`src/rtl/irq_vec_pkg.sv`:
```
package irq_vec_pkg;
  localparam int unsigned DW = 32;

  typedef enum logic [1:0] {
    REG_CTRL = 2'd0,
    REG_PEND = 2'd1,
    REG_STAT = 2'd2,
    REG_VEC  = 2'd3
  } reg_sel_e;
endpackage

```
`src/rtl/irq_status_reg.sv`:
```
module irq_status_reg #(
  parameter int unsigned N = 32
) (
  input  logic         clk_i,
  input  logic         rst_ni,
  input  logic [N-1:0] set_i,
  input  logic [N-1:0] clr_i,
  output logic [N-1:0] status_o,
  output logic [N-1:0] status_nxt_o,
  output logic         any_o,
  output logic         any_nxt_o
);
  logic [N-1:0] status_q;

  // set wins over clear on the same bit
  assign status_nxt_o = (status_q & ~clr_i) | set_i;
  assign any_nxt_o    = |status_nxt_o;
  assign any_o        = |status_q;
  assign status_o     = status_q;

  always_ff @(posedge clk_i or negedge rst_ni) begin
    if (!rst_ni) status_q <= '0;
    else         status_q <= status_nxt_o;
  end
endmodule

```
`src/rtl/irq_prio_enc.sv`:
```
module irq_prio_enc #(
  parameter int unsigned N  = 32,
  parameter int unsigned VW = $clog2(N)
) (
  input  logic [N-1:0]  vec_i,
  output logic [VW-1:0] idx_o,
  output logic          none_o
);
  // bit 0 is most urgent: scan downward so the lowest set bit is kept
  always_comb begin
    idx_o = '0;
    for (int i = N - 1; i >= 0; i--) begin
      if (vec_i[i]) idx_o = VW'(i);
    end
  end

  assign none_o = ~|vec_i;
endmodule

```
`src/rtl/irq_pulse_gen.sv`:
```
module irq_pulse_gen (
  input  logic clk_i,
  input  logic rst_ni,
  input  logic any_q_i,
  input  logic any_nxt_i,
  input  logic clr_wr_i,
  output logic irq_o
);
  logic irq_q;

  always_ff @(posedge clk_i or negedge rst_ni) begin
    if (!rst_ni) irq_q <= 1'b0;
    else         irq_q <= (any_nxt_i & ~any_q_i) | (clr_wr_i & any_nxt_i);
  end

  assign irq_o = irq_q;
endmodule

```
`src/rtl/irq_pkt_req.sv`:
```
module irq_pkt_req #(
  parameter int unsigned N = 32
) (
  input  logic         clk_i,
  input  logic         rst_ni,
  input  logic [N-1:0] add_i,
  input  logic         ready_i,
  output logic         valid_o,
  output logic [N-1:0] vec_o
);
  logic [N-1:0] req_q, acc_q, merged;
  logic         valid_q;

  assign merged = acc_q | add_i;

  always_ff @(posedge clk_i or negedge rst_ni) begin
    if (!rst_ni) begin
      req_q   <= '0;
      acc_q   <= '0;
      valid_q <= 1'b0;
    end else if (!valid_q) begin
      req_q   <= add_i;
      valid_q <= |add_i;
    end else if (ready_i) begin
      req_q   <= merged;
      valid_q <= |merged;
      acc_q   <= '0;
    end else begin
      // presented vector held; newcomers wait in the side buffer
      acc_q <= merged;
    end
  end

  assign valid_o = valid_q;
  assign vec_o   = req_q;
endmodule

```
`src/rtl/irq_vec_unit.sv`:
```
module irq_vec_unit
  import irq_vec_pkg::*;
#(
  parameter int unsigned NUM_SRC  = 32,
  parameter int unsigned LERR_BIT = 30,
  parameter int unsigned RERR_BIT = 31
) (
  input  logic               clk_i,
  input  logic               rst_ni,
  input  logic               reg_we_i,
  input  logic [1:0]         reg_addr_i,
  input  logic [DW-1:0]      reg_wdata_i,
  output logic [DW-1:0]      reg_rdata_o,
  input  logic               lerr_i,
  input  logic               rerr_i,
  output logic               irq_o,
  output logic               pkt_valid_o,
  input  logic               pkt_ready_i,
  output logic [NUM_SRC-1:0] pkt_vec_o
);
  localparam int unsigned VW = $clog2(NUM_SRC);

  logic               ctrl_local_q;
  logic [NUM_SRC-1:0] status_q, status_nxt, set_vec, clr_vec, remote_add;
  logic               any_q, any_nxt, clr_wr;
  logic [VW-1:0]      top_idx;
  logic               none_pend;
  reg_sel_e           sel;

  assign sel = reg_sel_e'(reg_addr_i);

  always_ff @(posedge clk_i or negedge rst_ni) begin
    if (!rst_ni)                         ctrl_local_q <= 1'b0;
    else if (reg_we_i && sel == REG_CTRL) ctrl_local_q <= reg_wdata_i[0];
  end

  always_comb begin
    set_vec    = '0;
    clr_vec    = '0;
    remote_add = '0;
    if (reg_we_i) begin
      unique case (sel)
        REG_PEND: begin
          if (ctrl_local_q) set_vec    = reg_wdata_i[NUM_SRC-1:0];
          else              remote_add = reg_wdata_i[NUM_SRC-1:0];
        end
        REG_STAT: clr_vec = reg_wdata_i[NUM_SRC-1:0];
        REG_VEC:  clr_vec = NUM_SRC'(1) << reg_wdata_i[VW-1:0];
        default:  ;
      endcase
    end
    set_vec[LERR_BIT] = set_vec[LERR_BIT] | lerr_i;
    set_vec[RERR_BIT] = set_vec[RERR_BIT] | rerr_i;
  end

  assign clr_wr = reg_we_i && (sel == REG_STAT || sel == REG_VEC);

  irq_status_reg #(.N(NUM_SRC)) u_status (
    .clk_i       (clk_i),
    .rst_ni      (rst_ni),
    .set_i       (set_vec),
    .clr_i       (clr_vec),
    .status_o    (status_q),
    .status_nxt_o(status_nxt),
    .any_o       (any_q),
    .any_nxt_o   (any_nxt)
  );

  irq_prio_enc #(.N(NUM_SRC), .VW(VW)) u_enc (
    .vec_i (status_q),
    .idx_o (top_idx),
    .none_o(none_pend)
  );

  irq_pulse_gen u_pulse (
    .clk_i    (clk_i),
    .rst_ni   (rst_ni),
    .any_q_i  (any_q),
    .any_nxt_i(any_nxt),
    .clr_wr_i (clr_wr),
    .irq_o    (irq_o)
  );

  irq_pkt_req #(.N(NUM_SRC)) u_pkt (
    .clk_i  (clk_i),
    .rst_ni (rst_ni),
    .add_i  (remote_add),
    .ready_i(pkt_ready_i),
    .valid_o(pkt_valid_o),
    .vec_o  (pkt_vec_o)
  );

  always_comb begin
    reg_rdata_o = '0;
    unique case (sel)
      REG_CTRL: reg_rdata_o[0] = ctrl_local_q;
      REG_STAT: reg_rdata_o[NUM_SRC-1:0] = status_q;
      REG_VEC: begin
        reg_rdata_o[VW-1:0] = top_idx;
        reg_rdata_o[DW-1]   = none_pend;
      end
      default: ;
    endcase
  end
endmodule

```
`config.mk`:
```
export PLATFORM = sky130hd
export DESIGN_NAME = irq_vec_unit
export DESIGN_NICKNAME = d
export VERILOG_FILES = /design/src/rtl/irq_vec_pkg.sv /design/src/rtl/irq_status_reg.sv /design/src/rtl/irq_prio_enc.sv /design/src/rtl/irq_pulse_gen.sv /design/src/rtl/irq_pkt_req.sv /design/src/rtl/irq_vec_unit.sv
export SDC_FILE = /design/constraint.sdc
export NUM_CORES = 1
export LEC_CHECK = 0
export ABC_CLOCK_PERIOD_IN_PS = 1980
export BUFFER_PORTS_ARGS = -buffer_cell sky130_fd_sc_hd__buf_4
export CORE_UTILIZATION = 27
export CTS_CLUSTER_SIZE = 14
export DETAILED_ROUTE_END_ITERATION = 6
export GPL_ROUTABILITY_DRIVEN = 0
export PLACE_DENSITY = 0.43
export SETUP_SLACK_MARGIN = 0.1
export SYNTH_ARGS = -nofsm -noshare
export SYNTH_HDL_FRONTEND = slang
export SYNTH_HIERARCHICAL = 1
export SYNTH_SLANG_ARGS = --single-unit
export TNS_END_PERCENT = 50
```
`constraint.sdc`:
```
create_clock -name clk_i -period 1.98 [get_ports clk_i]
set_input_delay 0.099 -clock clk_i [delete_from_list [all_inputs] [get_ports clk_i]]
set_output_delay 0.099 -clock clk_i [all_outputs]
set_load 0.005 [all_outputs]
```
After elaboration in Yosys (flattened, before gate mapping)
Cells that the tools add are included.

Add/subtract/negate cells: 0. Multipliers: 0. Eq/ne operators: 4. Div/mod/pow operators: 0. Bitwise gates (word level): 10. Multiplexer cells: 49. Reductions and logical operators: 9. Shifts and indexed selects: 1. Magnitude comparators: 0.

Operators with widths (number): two-way mux 32 bit (10); two-way mux 5 bit (32); OR reduction 32 bit (4); OR 32 bit (2); one-hot mux 32 bit (2 select lines) (1); AND 32 bit (1); NOT 32 bit (1); << shifter 1 x 5 -> 32 bit, first input constant (1); two-way mux 26 bit (1); one-hot mux 4 bit (2 select lines) (1); equality test 2 bit, second input constant (2); OR 1 bit (3); one-hot mux 1 bit (3 select lines) (1); AND 1 bit (2); equality test 2 x 1 -> 1 bit, second input constant (1); logical AND 1 bit (2); logical NOT 2 bit (1); two-way mux 1 bit (2); != test 2 bit, second input constant (1); one-hot mux 1 bit (2 select lines) (1); logical NOT 1 bit (1); logical OR 1 bit (1); NOT 1 bit (1).

Word-level logic and storage cells: 79. Bits in latches: 0. Memories: 0. Bits in read-only memories: 0. RAM bits: 0. Flip-flop bits (word level): 99. Output and inout bits: 66. Bits of input ports: 40.

Longest topological paths before layout
Depth in word-level cells: 33. Depth in mapped cells: 9. Depth with buffers taken out: 7.

Modules after synthesis
The synthesis kept the hierarchy.

By module, submodules not included: irq_pkt_req (seq. area each 1626.6 um^2, area an instance 2746.4 um^2, cells an instance 300, times used 1); irq_status_reg (seq. area each 800.8 um^2, area an instance 1557.7 um^2, cells an instance 128, times used 1); irq_vec_unit (seq. area each 25.0 um^2, area an instance 1422.6 um^2, cells an instance 188, times used 1); irq_prio_enc (seq. area each 0.0 um^2, area an instance 385.4 um^2, cells an instance 65, times used 1); irq_pulse_gen (seq. area each 25.0 um^2, area an instance 36.3 um^2, cells an instance 3, times used 1).

Worst setup path before layout
Ideal clock, no wire load.

Path kind: reg-to-reg. Start point: reg ctrl_local_q. End point: reg u_pulse.irq_q, in the netlist u_pulse/irq_o. Path buffers: 1. Arrival time: 1.964 ns. Slack: -0.104 ns. Cell stages (with the launch flop): 8. Clock period less this slack: 2.084 ns. Data required time: 1.860 ns. Setup time: 0.120 ns. Cells stage by stage: dfrtp_1 -> and4b_1 -> clkbuf_2 -> and2_1 -> a2111oi_2 -> nand4_1 -> or4_1 -> a21boi_1.

Elaborated cells between the ends (all ways): 10. Classes of those cells: mux: 3; bitwise: 6; reduce/logical: 1.

RTL lines: start: declaration (line irq_vec_unit.sv:23) `logic ctrl_local_q;`; start signal: assignment (line irq_vec_unit.sv:34) `else if (reg_we_i && sel == REG_CTRL) ctrl_local_q <= reg_wdata_i[0];`; two-way mux 32 bit * (line irq_vec_unit.sv:44) `if (ctrl_local_q) set_vec = reg_wdata_i[NUM_SRC-1:0];`; two-way mux 32 bit * (line irq_vec_unit.sv:42) `unique case (sel)`; two-way mux 32 bit * (line irq_vec_unit.sv:41) `if (reg_we_i) begin`; net set_vec[3] (line irq_vec_unit.sv:24) `logic [NUM_SRC-1:0] status_q, status_nxt, set_vec, clr_vec, remote_add;`; OR 32 bit * (line irq_status_reg.sv:16) `assign status_nxt_o = (status_q & ~clr_i) | set_i;`; OR reduction 32 bit * (line irq_status_reg.sv:17) `assign any_nxt_o = |status_nxt_o;`; net any_nxt (line irq_vec_unit.sv:25) `logic any_q, any_nxt, clr_wr;`; AND 1 bit (line irq_pulse_gen.sv:13) `else irq_q <= (any_nxt_i & ~any_q_i) | (clr_wr_i & any_nxt_i);`; OR 1 bit * (line irq_pulse_gen.sv:13); end signal: assignment (line irq_pulse_gen.sv:13); end: declaration (line irq_pulse_gen.sv:9) `logic irq_q;`.

The timed path passes the listed nets; every way through them passes the cells marked *. A chain may end at the register's enable or synchronous reset.

Worst setup path after layout
Start point: reg u_status.status_q[8], in the netlist u_status/status_o[8]. End point: out reg_rdata_o[0].

Longest elaborated chain between the ends: 10.

Ends and longest elaborated chain: start: declaration (line irq_status_reg.sv:13) `logic [N-1:0] status_q;`; start signal: assignment (line irq_status_reg.sv:23) `else status_q <= status_nxt_o;`; two-way mux 5 bit (9 in a row) (line irq_prio_enc.sv:13) `if (vec_i[i]) idx_o = VW'(i);`; net top_idx[0] (line irq_vec_unit.sv:26) `logic [VW-1:0] top_idx;`; one-hot mux 1 bit (3 select lines) (line irq_vec_unit.sv:95) `unique case (sel)`; end: declaration (line irq_vec_unit.sv:13) `output logic [DW-1:0] reg_rdata_o,`.

The timed path passes the listed nets, and every way through them passes these cells.

==> flow_metrics.py <==
metrics = {
    "status": {
        "status": "finished, violations left",
        "violations": "negative setup slack",
    },
    "sta": {
        "rsz0062_at_grt": "true",
        "setup_viol": 7,
        "fin_crit_ns": 2.27,
        "slew_violations": 0,
        "totalNegativeSetupSlack_ns": -1.53,
        "whs_ns": 0.101,
        "slew_headroom": 0.683,
        "period_share": 1.15,
        "final.setup.worst_slack_ns": -0.290,
        "hold_viol": 0,
        "tightest_slew_ns": 0.476,
        "fmax_mhz": 441,
        "clock_skew_ns": 0.00789,
    },
    "clock_network": {
        "cts_buffers": 9,
        "cts_root_buf": "clkbuf_16",
        "htreeDepth": 3,
        "clock_path_buffers": 2,
        "clk_latency_ns": 0.35,
        "clk_pin_slew_ns": 0.07,
        "cts.sinks": 99,
        "cts_tree": "done",
    },
    "setup_path": {
        "cp_top_family": "compound AO/OA/AOI/OAI gates",
        "cp-end-kind": "primary output",
        "cp.arrival_ns": 2.17,
        "critPathMaxFanout": 7,
        "path_cells": "nor3_1 > o21a_1 > o2111ai_2 > a221oi_2 > nand3_1 > o21ai_2 > buf_4",
        "cpPeakStageDelay_ns": 0.50,
        "rr_worst_depth": 7,
        "critPathSlowestCell": "dfrtp_2",
        "r2r_end": "u_pulse/irq_o$_DFF_PN0_",
        "r2r_setup_slack_ns": -0.26,
        "crit_buf_inv": 1,
        "r2r_start": "ctrl_local_q$_DFFE_PN0P_",
        "critical_path.startpoint_type": "flip-flop",
        "crit_required_ns": 1.88,
        "crit_type": "reg2out",
    },
    "grt": {
        "grt_pass1_wl_um": 33800,
        "grt.total_usage": 0.186,
        "grt_pass1_vias": 5857,
        "grt_max_degree": 40,
        "grt_antenna_before_repair": 0,
        "grt.overflow.total": 0,
    },
    "synthesis": {
        "yosys.area.top_type": "dfrtp_1",
        "synth_cells": 684,
        "synth_area_leaders": "dfrtp_1, and2_1, nor2_1, a21oi_1, nand2b_1",
        "postSynthNetCount": 724,
        "yosys.area.top_type_share": 0.403,
        "netlist_area_um2": 6150,
        "ys_async_sr_fraction": 1.00,
        "synthFlopType": "dfrtp_1",
        "yosysWarnings": 6,
        "postSynthAreaPerCell_um2": 8.99,
        "ys_ff_latch": 99,
        "ys_seq_area_frac": 0.403,
        "synth_cell_type_count": 55,
        "synth_edf_count": 0,
    },
    "worst_hold_path": {
        "hp-class": "in2reg",
        "min-delay-start": "reg_wdata_i[0]",
        "min_to": "ctrl_local_q$_DFFE_PN0P_",
        "hold_path_depth": 2,
    },
    "pwr": {
        "power_uw": 6860,
        "p_per_area_nw_per_um2": 811,
        "p_leak_uw": 0.00385,
        "peakVddDrop_mv": 0.411,
    },
    "floorplan": {
        "fp.coreArea_um2": 22100,
        "die_w_um": 153,
        "dieArea_um2": 23400,
        "fp.dieH_um": 153,
        "rows": 54,
        "start_util": 0.278,
        "io_pins": 106,
    },
    "route": {
        "wl_per_cell_um": 19.4,
        "vias": 5712,
        "drcViolationCount": 0,
        "wirelength_um": 21900,
        "drt_iter0_markers": 261,
        "avgViaCountPerCell": 5.05,
        "drtPass1Iterations": 4,
        "ant_nets": 0,
    },
    "final_layout": {
        "final_nets": 885,
        "final_cell_mix": "buf_4, nor2_1, dfrtp_1, and2_1, a21oi_1",
        "drive_gt1_frac": 0.360,
        "antennaDiodeCount": 0,
        "postLayoutCoreUtil": 0.383,
        "syn_to_final_growth_pct": 37.5,
        "final_common_cell": "buf_4",
    },
    "placed_design": {
        "dp_hpwl_um": 16100,
        "numPortBuffers": 105,
    },
    "job": {
        "drv_cap": 0,
    },
}
==> through the flow <==
stage               std cells  instance area (um^2)  setup slack, ns
floorplan                 684                  6260          -0.0610
global placement         1104                  7770           -0.369
detailed placement       1104                  7770           -0.359
CTS                      1130                  8280           -0.287
global route             1130                  8450           -0.350
finish                   1130                  8450           -0.290
==> state kept, by name (all words and copies together) (netlist names) <==
name,count
u_pkt/vec_o,32
ctrl_local_q,1
u_status/status_o,32
u_pkt/acc_q,32
u_pulse/irq_o,1
u_pkt/valid_o,1
==> worst max-delay path by stage <==
stage	from	endpoint	depth (start not counted)
6_report	u_status/status_o[8]$_DFF_PN0_	reg_rdata_o[0]	7
2_1_floorplan	ctrl_local_q$_DFFE_PN0P_	u_pulse/irq_o$_DFF_PN0_	7
3_3_place_gp	reg_addr_i[0]	u_pulse/irq_o$_DFF_PN0_	10
3_5_place_dp	reg_addr_i[0]	u_pulse/irq_o$_DFF_PN0_	10
4_1_cts	ctrl_local_q$_DFFE_PN0P_	u_pulse/irq_o$_DFF_PN0_	7
5_1_grt	ctrl_local_q$_DFFE_PN0P_	u_pulse/irq_o$_DFF_PN0_	8
==> power breakdown <==
part	total, uW	internal, uW	switching (uW)
Clock	1840	1000	844
Sequential	2720	2310	417
Combinational	2290	1230	1060
==> kinds of logic after synthesis <==
logic type      after synthesis  synth area share
simple gates                359             0.347
mux                           7            0.0116
compound gates              156             0.184
flops                        99             0.403
buf+inv                      63            0.0545
==> what timing repair did <==
| action | in CTS | in global routing |
|---|---|---|
| hold buffers | 1 | 0 |
| endpoints found under the hold margin | 30 | 0 |
| buffers inserted | 7 | 1 |
| setup endpoints to repair | 8 | 8 |
| cloned | 2 | 0 |
| pin swaps | 5 | 15 |
| resized for setup | 30 | 39 |
==> cell usage after synthesis, drive strengths merged, types with 2 or more instances <==
cell / count
o31ai: 5
nand4b: 4
nor2b: 25
nor4: 33
and2: 92
a2111oi: 18
dfrtp: 99
and4b: 3
nand3: 3
nor2: 108
a21boi: 2
nor3b: 2
or4: 5
nand2: 6
o21ai: 4
or2: 17
a21oi: 71
nand4: 11
buf: 36
mux2i: 6
clkbuf: 4
inv: 23
nor3: 6
a21o: 19
nand2b: 33
a22o: 12
and4: 2
a32o: 8
and4bb: 4
o2bb2ai: 12
==> metal layers <==
metal  part of all wire  vias to the layer above  wire, um  GRT usage
met2               0.48                      129     10500      0.312
met5                  0                        -         0          0
li1                   -                     2741         -          -
met1               0.46                     2817     10100      0.243
met3              0.033                       25       725     0.0306
met4              0.022                        0       482     0.0640
==> layout make-up <==
type,count,area (um^2)
fill,2237,13600
multi-input combinational,522,3690
sequential,99,2490
timing repair buffer,190,1530
tap,280,350
clock buffer,10,229
inverter,23,86.3
clock inverter,6,72.6
Power figures use the tool's default switching activity.
